[src/rtl/flags_pkg.sv]
package flags_pkg;
    localparam int DATA_W = 16;
    localparam int BYTE_W = 8;
    localparam int NIB_W  = 4;

    localparam int POS_CF = 0;
    localparam int POS_PF = 2;
    localparam int POS_AF = 4;
    localparam int POS_ZF = 6;
    localparam int POS_SF = 7;
    localparam int POS_TF = 8;
    localparam int POS_IF = 9;
    localparam int POS_DF = 10;
    localparam int POS_OF = 11;

    localparam logic [DATA_W-1:0] STATUS_MASK =
        DATA_W'((1 << POS_CF) | (1 << POS_PF) | (1 << POS_AF) |
                (1 << POS_ZF) | (1 << POS_SF) | (1 << POS_OF));
    localparam logic [DATA_W-1:0] CONTROL_MASK =
        DATA_W'((1 << POS_TF) | (1 << POS_IF) | (1 << POS_DF));
    localparam logic [DATA_W-1:0] DEFINED_MASK = STATUS_MASK | CONTROL_MASK;

    typedef enum logic [1:0] {
        CLS_ADD   = 2'd0,
        CLS_SUB   = 2'd1,
        CLS_LOGIC = 2'd2,
        CLS_LOG2  = 2'd3
    } alu_class_e;

    typedef enum logic [1:0] {
        CMD_NONE = 2'd0,
        CMD_CLR  = 2'd1,
        CMD_SET  = 2'd2,
        CMD_RSV  = 2'd3
    } ctl_cmd_e;

    typedef struct packed {
        logic cf;
        logic pf;
        logic af;
        logic zf;
        logic sf;
        logic of;
    } status_t;

    typedef struct packed {
        logic df;
        logic ief;
        logic tf;
    } control_t;

    function automatic logic even_parity(input logic [BYTE_W-1:0] v);
        return ~(^v);
    endfunction

    function automatic logic [DATA_W-1:0] pack_word(input status_t s, input control_t c);
        logic [DATA_W-1:0] w;
        w = '0;
        w[POS_CF] = s.cf;
        w[POS_PF] = s.pf;
        w[POS_AF] = s.af;
        w[POS_ZF] = s.zf;
        w[POS_SF] = s.sf;
        w[POS_OF] = s.of;
        w[POS_TF] = c.tf;
        w[POS_IF] = c.ief;
        w[POS_DF] = c.df;
        return w;
    endfunction

    function automatic status_t unpack_status(input logic [DATA_W-1:0] w);
        status_t s;
        s.cf = w[POS_CF];
        s.pf = w[POS_PF];
        s.af = w[POS_AF];
        s.zf = w[POS_ZF];
        s.sf = w[POS_SF];
        s.of = w[POS_OF];
        return s;
    endfunction

    function automatic control_t unpack_control(input logic [DATA_W-1:0] w);
        control_t c;
        c.tf  = w[POS_TF];
        c.ief = w[POS_IF];
        c.df  = w[POS_DF];
        return c;
    endfunction
endpackage

[src/rtl/flags_status_calc.sv]
module flags_status_calc
    import flags_pkg::*;
(
    input  alu_class_e          op_class,
    input  logic                byte_mode,
    input  logic [DATA_W-1:0]   opa,
    input  logic [DATA_W-1:0]   opb,
    input  logic [DATA_W-1:0]   res,
    output status_t             status
);
    logic a_top, b_top, r_top;
    logic carry_add, borrow_sub, res_zero, nib_cross, signed_ovf;
    logic [DATA_W-1:0] xor_all;

    always_comb begin
        a_top = byte_mode ? opa[BYTE_W-1] : opa[DATA_W-1];
        b_top = byte_mode ? opb[BYTE_W-1] : opb[DATA_W-1];
        r_top = byte_mode ? res[BYTE_W-1] : res[DATA_W-1];

        carry_add  = byte_mode ? (res[BYTE_W-1:0] < opa[BYTE_W-1:0]) : (res < opa);
        borrow_sub = byte_mode ? (opa[BYTE_W-1:0] < opb[BYTE_W-1:0]) : (opa < opb);
        res_zero   = byte_mode ? (res[BYTE_W-1:0] == '0) : (res == '0);

        xor_all   = opa ^ opb ^ res;
        nib_cross = xor_all[NIB_W];

        signed_ovf = 1'b0;
        status     = '0;
        unique case (op_class)
            CLS_ADD: begin
                signed_ovf = (a_top == b_top) && (r_top != a_top);
                status.cf  = carry_add;
                status.af  = nib_cross;
            end
            CLS_SUB: begin
                signed_ovf = (a_top != b_top) && (r_top != a_top);
                status.cf  = borrow_sub;
                status.af  = nib_cross;
            end
            default: begin
                status.cf = 1'b0;
                status.af = 1'b0;
            end
        endcase
        status.of = signed_ovf;
        status.zf = res_zero;
        status.sf = r_top;
        status.pf = even_parity(res[BYTE_W-1:0]);
    end
endmodule

[src/rtl/flags_control_calc.sv]
module flags_control_calc
    import flags_pkg::*;
(
    input  control_t    cur,
    input  ctl_cmd_e    cmd,
    input  logic [1:0]  sel,
    output control_t    nxt
);
    logic act, val;

    always_comb begin
        act = (cmd == CMD_SET) || (cmd == CMD_CLR);
        val = (cmd == CMD_SET);
        nxt = cur;
        if (act) begin
            unique case (sel)
                2'd0:    nxt.df  = val;
                2'd1:    nxt.ief = val;
                2'd2:    nxt.tf  = val;
                default: nxt     = cur;
            endcase
        end
    end
endmodule

[src/rtl/flags_unit.sv]
module flags_unit
    import flags_pkg::*;
(
    input  logic                clk,
    input  logic                rst,
    input  logic                alu_valid,
    input  logic [1:0]          alu_class,
    input  logic                alu_byte,
    input  logic [DATA_W-1:0]   alu_a,
    input  logic [DATA_W-1:0]   alu_b,
    input  logic [DATA_W-1:0]   alu_res,
    input  logic [1:0]          ctl_op,
    input  logic [1:0]          ctl_sel,
    input  logic                load_valid,
    input  logic [DATA_W-1:0]   load_word,
    input  logic                insn_done,
    input  logic                irq_in,
    output logic [DATA_W-1:0]   flags_out,
    output logic                dir_dec,
    output logic                irq_out,
    output logic                trap_req
);
    status_t  stat_q, stat_calc, stat_d;
    control_t ctrl_q, ctrl_calc, ctrl_d;
    logic     trap_q;

    flags_status_calc u_status (
        .op_class (alu_class_e'(alu_class)),
        .byte_mode(alu_byte),
        .opa      (alu_a),
        .opb      (alu_b),
        .res      (alu_res),
        .status   (stat_calc)
    );

    flags_control_calc u_control (
        .cur(ctrl_q),
        .cmd(ctl_cmd_e'(ctl_op)),
        .sel(ctl_sel),
        .nxt(ctrl_calc)
    );

    always_comb begin
        if (load_valid) begin
            stat_d = unpack_status(load_word);
            ctrl_d = unpack_control(load_word);
        end else begin
            stat_d = alu_valid ? stat_calc : stat_q;
            ctrl_d = ctrl_calc;
        end
    end

    always_ff @(posedge clk) begin
        if (rst) begin
            stat_q <= '0;
            ctrl_q <= '0;
            trap_q <= 1'b0;
        end else begin
            stat_q <= stat_d;
            ctrl_q <= ctrl_d;
            trap_q <= insn_done && ctrl_q.tf;
        end
    end

    assign flags_out = pack_word(stat_q, ctrl_q);
    assign dir_dec   = ctrl_q.df;
    assign irq_out   = irq_in && ctrl_q.ief;
    assign trap_req  = trap_q;


    reserved_zero_chk: assert property (@(posedge clk) disable iff (rst)
        (flags_out & ~DEFINED_MASK) == '0);

    load_store_chk: assert property (@(posedge clk) disable iff (rst)
        load_valid |=> flags_out == ($past(load_word) & DEFINED_MASK));

    irq_gate_chk: assert property (@(posedge clk) disable iff (rst)
        irq_out |-> (flags_out[POS_IF] && irq_in));

    trap_origin_chk: assert property (@(posedge clk) disable iff (rst)
        trap_req |-> $past(insn_done && flags_out[POS_TF]));

    logic_clears_chk: assert property (@(posedge clk) disable iff (rst)
        (alu_valid && !load_valid && alu_class[1]) |=>
            (!flags_out[POS_CF] && !flags_out[POS_OF]));

    status_hold_chk: assert property (@(posedge clk) disable iff (rst)
        (!alu_valid && !load_valid) |=> $stable(flags_out & STATUS_MASK));

    dir_follow_chk: assert property (@(posedge clk) disable iff (rst)
        dir_dec == flags_out[POS_DF]);
endmodule

[config.mk]
export PLATFORM = sky130hd
export DESIGN_NAME = flags_unit
export DESIGN_NICKNAME = d
export VERILOG_FILES = /design/src/rtl/flags_pkg.sv /design/src/rtl/flags_status_calc.sv /design/src/rtl/flags_control_calc.sv /design/src/rtl/flags_unit.sv
export SDC_FILE = /design/constraint.sdc
export NUM_CORES = 1
export LEC_CHECK = 0
export ABC_AREA = 1
export BUFFER_PORTS_ARGS = -buffer_cell sky130_fd_sc_hd__buf_2
export CAP_MARGIN = 20
export CORE_MARGIN = 2
export CORE_UTILIZATION = 41
export CTS_CLUSTER_DIAMETER = 30
export CTS_CLUSTER_SIZE = 12
export DETAILED_ROUTE_END_ITERATION = 6
export PLACE_DENSITY = 0.86
export RECOVER_POWER = 100
export SLEW_MARGIN = 20
export SYNTH_ARGS = -nofsm -noshare
export SYNTH_HDL_FRONTEND = slang
export SYNTH_HIERARCHICAL = 1
export SYNTH_SLANG_ARGS = --single-unit
[constraint.sdc]
create_clock -name clk -period 1.2 [get_ports clk]
set_clock_uncertainty 0.15 [all_clocks]
set_input_delay 0 -clock clk [delete_from_list [all_inputs] [get_ports clk]]
set_output_delay 0 -clock clk [all_outputs]
set_load 0.02 [all_outputs]
==> results by group <==
Status
  – Outcome: finished, violations left
  – Violated checks: setup timing

Place
  – Final GP Congestion: roughly 0.77
  – Hpwl dp: 3518 um
  – I/O Buffers: 81

Detailed routing
  – DR DRC count: 0
  – 1st-iter DRT viols: 75
  – Antenna Violating Nets Remaining: 0
  – Vias/cell: 4.588
  – Final wirelength: 4463 um
  – Total vias in the final route: ~2.0k
  – Routed len/inst: 10.21 um
  – DRT Pass-1 Iters: 4

STA
  – Setup ws final: -0.02263 ns
  – RSZ-0062 raised after global routing: true
  – Fin. Hold Viols: 0
  – FMAX: between 800 and 900 MHz
  – WHS: 0.01973 ns
  – Setup TNS: -0.02263 ns
  – Minimum clock period: ~1.2 ns
  – Post-route clock period utilization: 101.9%
  – Final setup violating endpoints: 1
  – Slew Limit Fails: 0

Clock network
  – Clock Tree Buf Depth: 2
  – Clk sink count: 10
  – CTS buffer count: 3
  – Worst skew pair latency: 0.24 ns
  – Root buffer cell: clkbuf_8
  – CTS tree: built
  – Clock transition at path regs: 0.05 ns
  – Htree depth: 1

Synth
  – Leading cell type by number of instances after synthesis: nand2_1
  – Synth Register Bits: 10
  – Commonest cells post-synth: nand2_1 (81), inv_1 (71), ha_1 (35)
  – Syn_area_per_cell: 5.977 um2
  – Register area share after synthesis: 11.83%
  – Netlist cell types: 24
  – Area share of the largest cell type after synthesis: roughly a quarter
  – Mapped Area: 1692 um2
  – Synth Warn #: 6
  – Synthesized netlist cell count: between 200 and 300
  – Main area contributors after synthesis: ha_1 (26%), nand2_1 (18%), inv_1 (16%)
  – EDFF count, synth: 0
  – Asr flop ratio synth: 0%
  – Post-synth top area cell: ha_1
  – Synth Flop Type: dfxtp_1

Global route
  – Largest net degree at the start of global routing: 12
  – GR Util All Layers: roughly a fifth
  – Total gr overflow: 0
  – First-pass GRT wire length: 7189 um
  – Initial antenna violation count: 0
  – Vias in the first global route: around 1.9k

Die
  – IO Count: 96
  – DIE AREA: approximately 4700 um2
  – DIE WIDTH: around 68 um
  – Initial core utilization: 42.60%
  – Core Rows: 23
  – Chip height: 68.24 um
  – Core ar.: 3971 um2

Cells and area
  – Seq. cell area: 200.2 um2
  – Fill cell count: ~330
  – Fin nets: 500
  – Layout cell share with drive strength beyond 1: 32.56%
  – Antenna cells: 0
  – Footprint of the multi-input gates: 1316 um2
  – Area grow syn2layout: 51.18%

Critical path
  – Setup Crit Path Kind: input port to flop
  – CP arrival: ~1.3 ns
  – CP Capture Type: flop
  – CP max FO: 2
  – Reg2reg setup slack: 0.11 ns
  – Critical Path RT: roughly 1.2 ns
  – Crit start category: input port

Run
  – Max cap viols: 0

Power and ir drop
  – Leakage: 1.544 nW
  – Pwr Density: 629.4 nW/um2
  – Worst vdd ir: 0.2838 mV

Min path
  – Worst hold-check path type: input port to flop
[kinds of logic after synthesis]
logic type	synth area share, %
DFF	11.83
buffers and inverters	21.75
AOI/OAI and AO/OA	7.766
xor gates and xnor gates	2.071
and+or+nand+nor	30.47
other	0.2217
adders and majority gates	25.89
[layout make-up]
| type | count | area share (%) |
|---|---|---|
| repair buffers | 106 | 25.20 |
| well taps | 50 | 2.446 |
| flip-flops and latches | 10 | 7.828 |
| inverters | 73 | 10.91 |
| multi-input cells | 194 | 51.47 |
| clock buffers | 4 | 2.153 |
[per-stage QoR]
stage | utilization [%] | setup WS, ns | cell area, um2 | std cells | power [mW]
after global routing | 64.40 | -0.1109 | 2557 | 437 | 1.739
after global placement | 57.25 | -0.2401 | 2273 | 421 | 1.060
after floorplan | - | 0.001432 | 1802 | 289 | 0.8309
after detailed placement | 57.25 | -0.2676 | 2273 | 421 | 1.085
final | 64.40 | -0.02263 | 2557 | 437 | 1.610
after CTS | 61.63 | 0.002985 | 2447 | 436 | 1.557
[where the power goes]
part | internal, mW | total [mW] | switching [mW]
combinational | 0.382 | 0.805 | 0.423
clock | 0.290 | 0.436 | 0.146
sequential | 0.356 | 0.369 | 0.0132
total | 1.03 | 1.61 | 0.582
[sequential cells by signal, summed over array words and instances (netlist names)]
signal / count
dir_dec: 1
trap_req: 1
flags_out: 8
[routing by layer]
layer | up-vias | share of wire, % | track usage, % | wire [um]
met3 | 19 | 7.2 | 4.605 | 321
li1 | 1059 | - | - | -
met1 | 856 | 38 | 20.71 | 1702
met2 | 71 | 51 | 35.32 | 2262
met5 | - | 0 | 0 | 0
met4 | 0 | 3.9 | 12.00 | 176
[worst max-delay path, stage by stage]
cell and delay [ns]:
buf_6 0.09, inv_2 0.08, ha_4 0.20, a21o_1 0.15, nor2_1 0.13, nand2_1 0.08
a21oi_1 0.13, nand2_1 0.07, nand2_1 0.07, nand3_1 0.07, nand3_1 0.08, nand2_1 0.05
inv_1 0.06
[cells in the final DEF, fill, tap and decap left out, drive strengths merged]
cell          n
a21o          2
a21oi        14
buf          80
clkbuf       19
conb          7
dfxtp        10
dlygate4sd3  11
ha           35
inv          73
nand2        82
nand3        17
nand4         3
nor2         18
nor3          1
nor4          2
o21a          1
o21ai         7
or2           1
xnor2         3
xor2          1
[repair_timing]
item | 4_1_cts | 5_1_grt
buffers inserted | 0 | 1
setup endpoints to repair | 1 | 3
pin swaps | 5 | 32
endpoints found under the hold margin | 10 | 0
hold buffers | 11 | 0
gates resized for setup | 3 | 28
[path summary, 6_finish.rpt]
path,from,end,depth (start not counted)
worst max-delay path,alu_b[15],flags_out[0],13
worst min-delay path,alu_class[1],flags_out[11],6
worst max register to register,flags_out[8],flags_out[8],6
worst min register to register,flags_out[8],trap_req,2
Note: power is estimated with default switching activity, not from simulation.
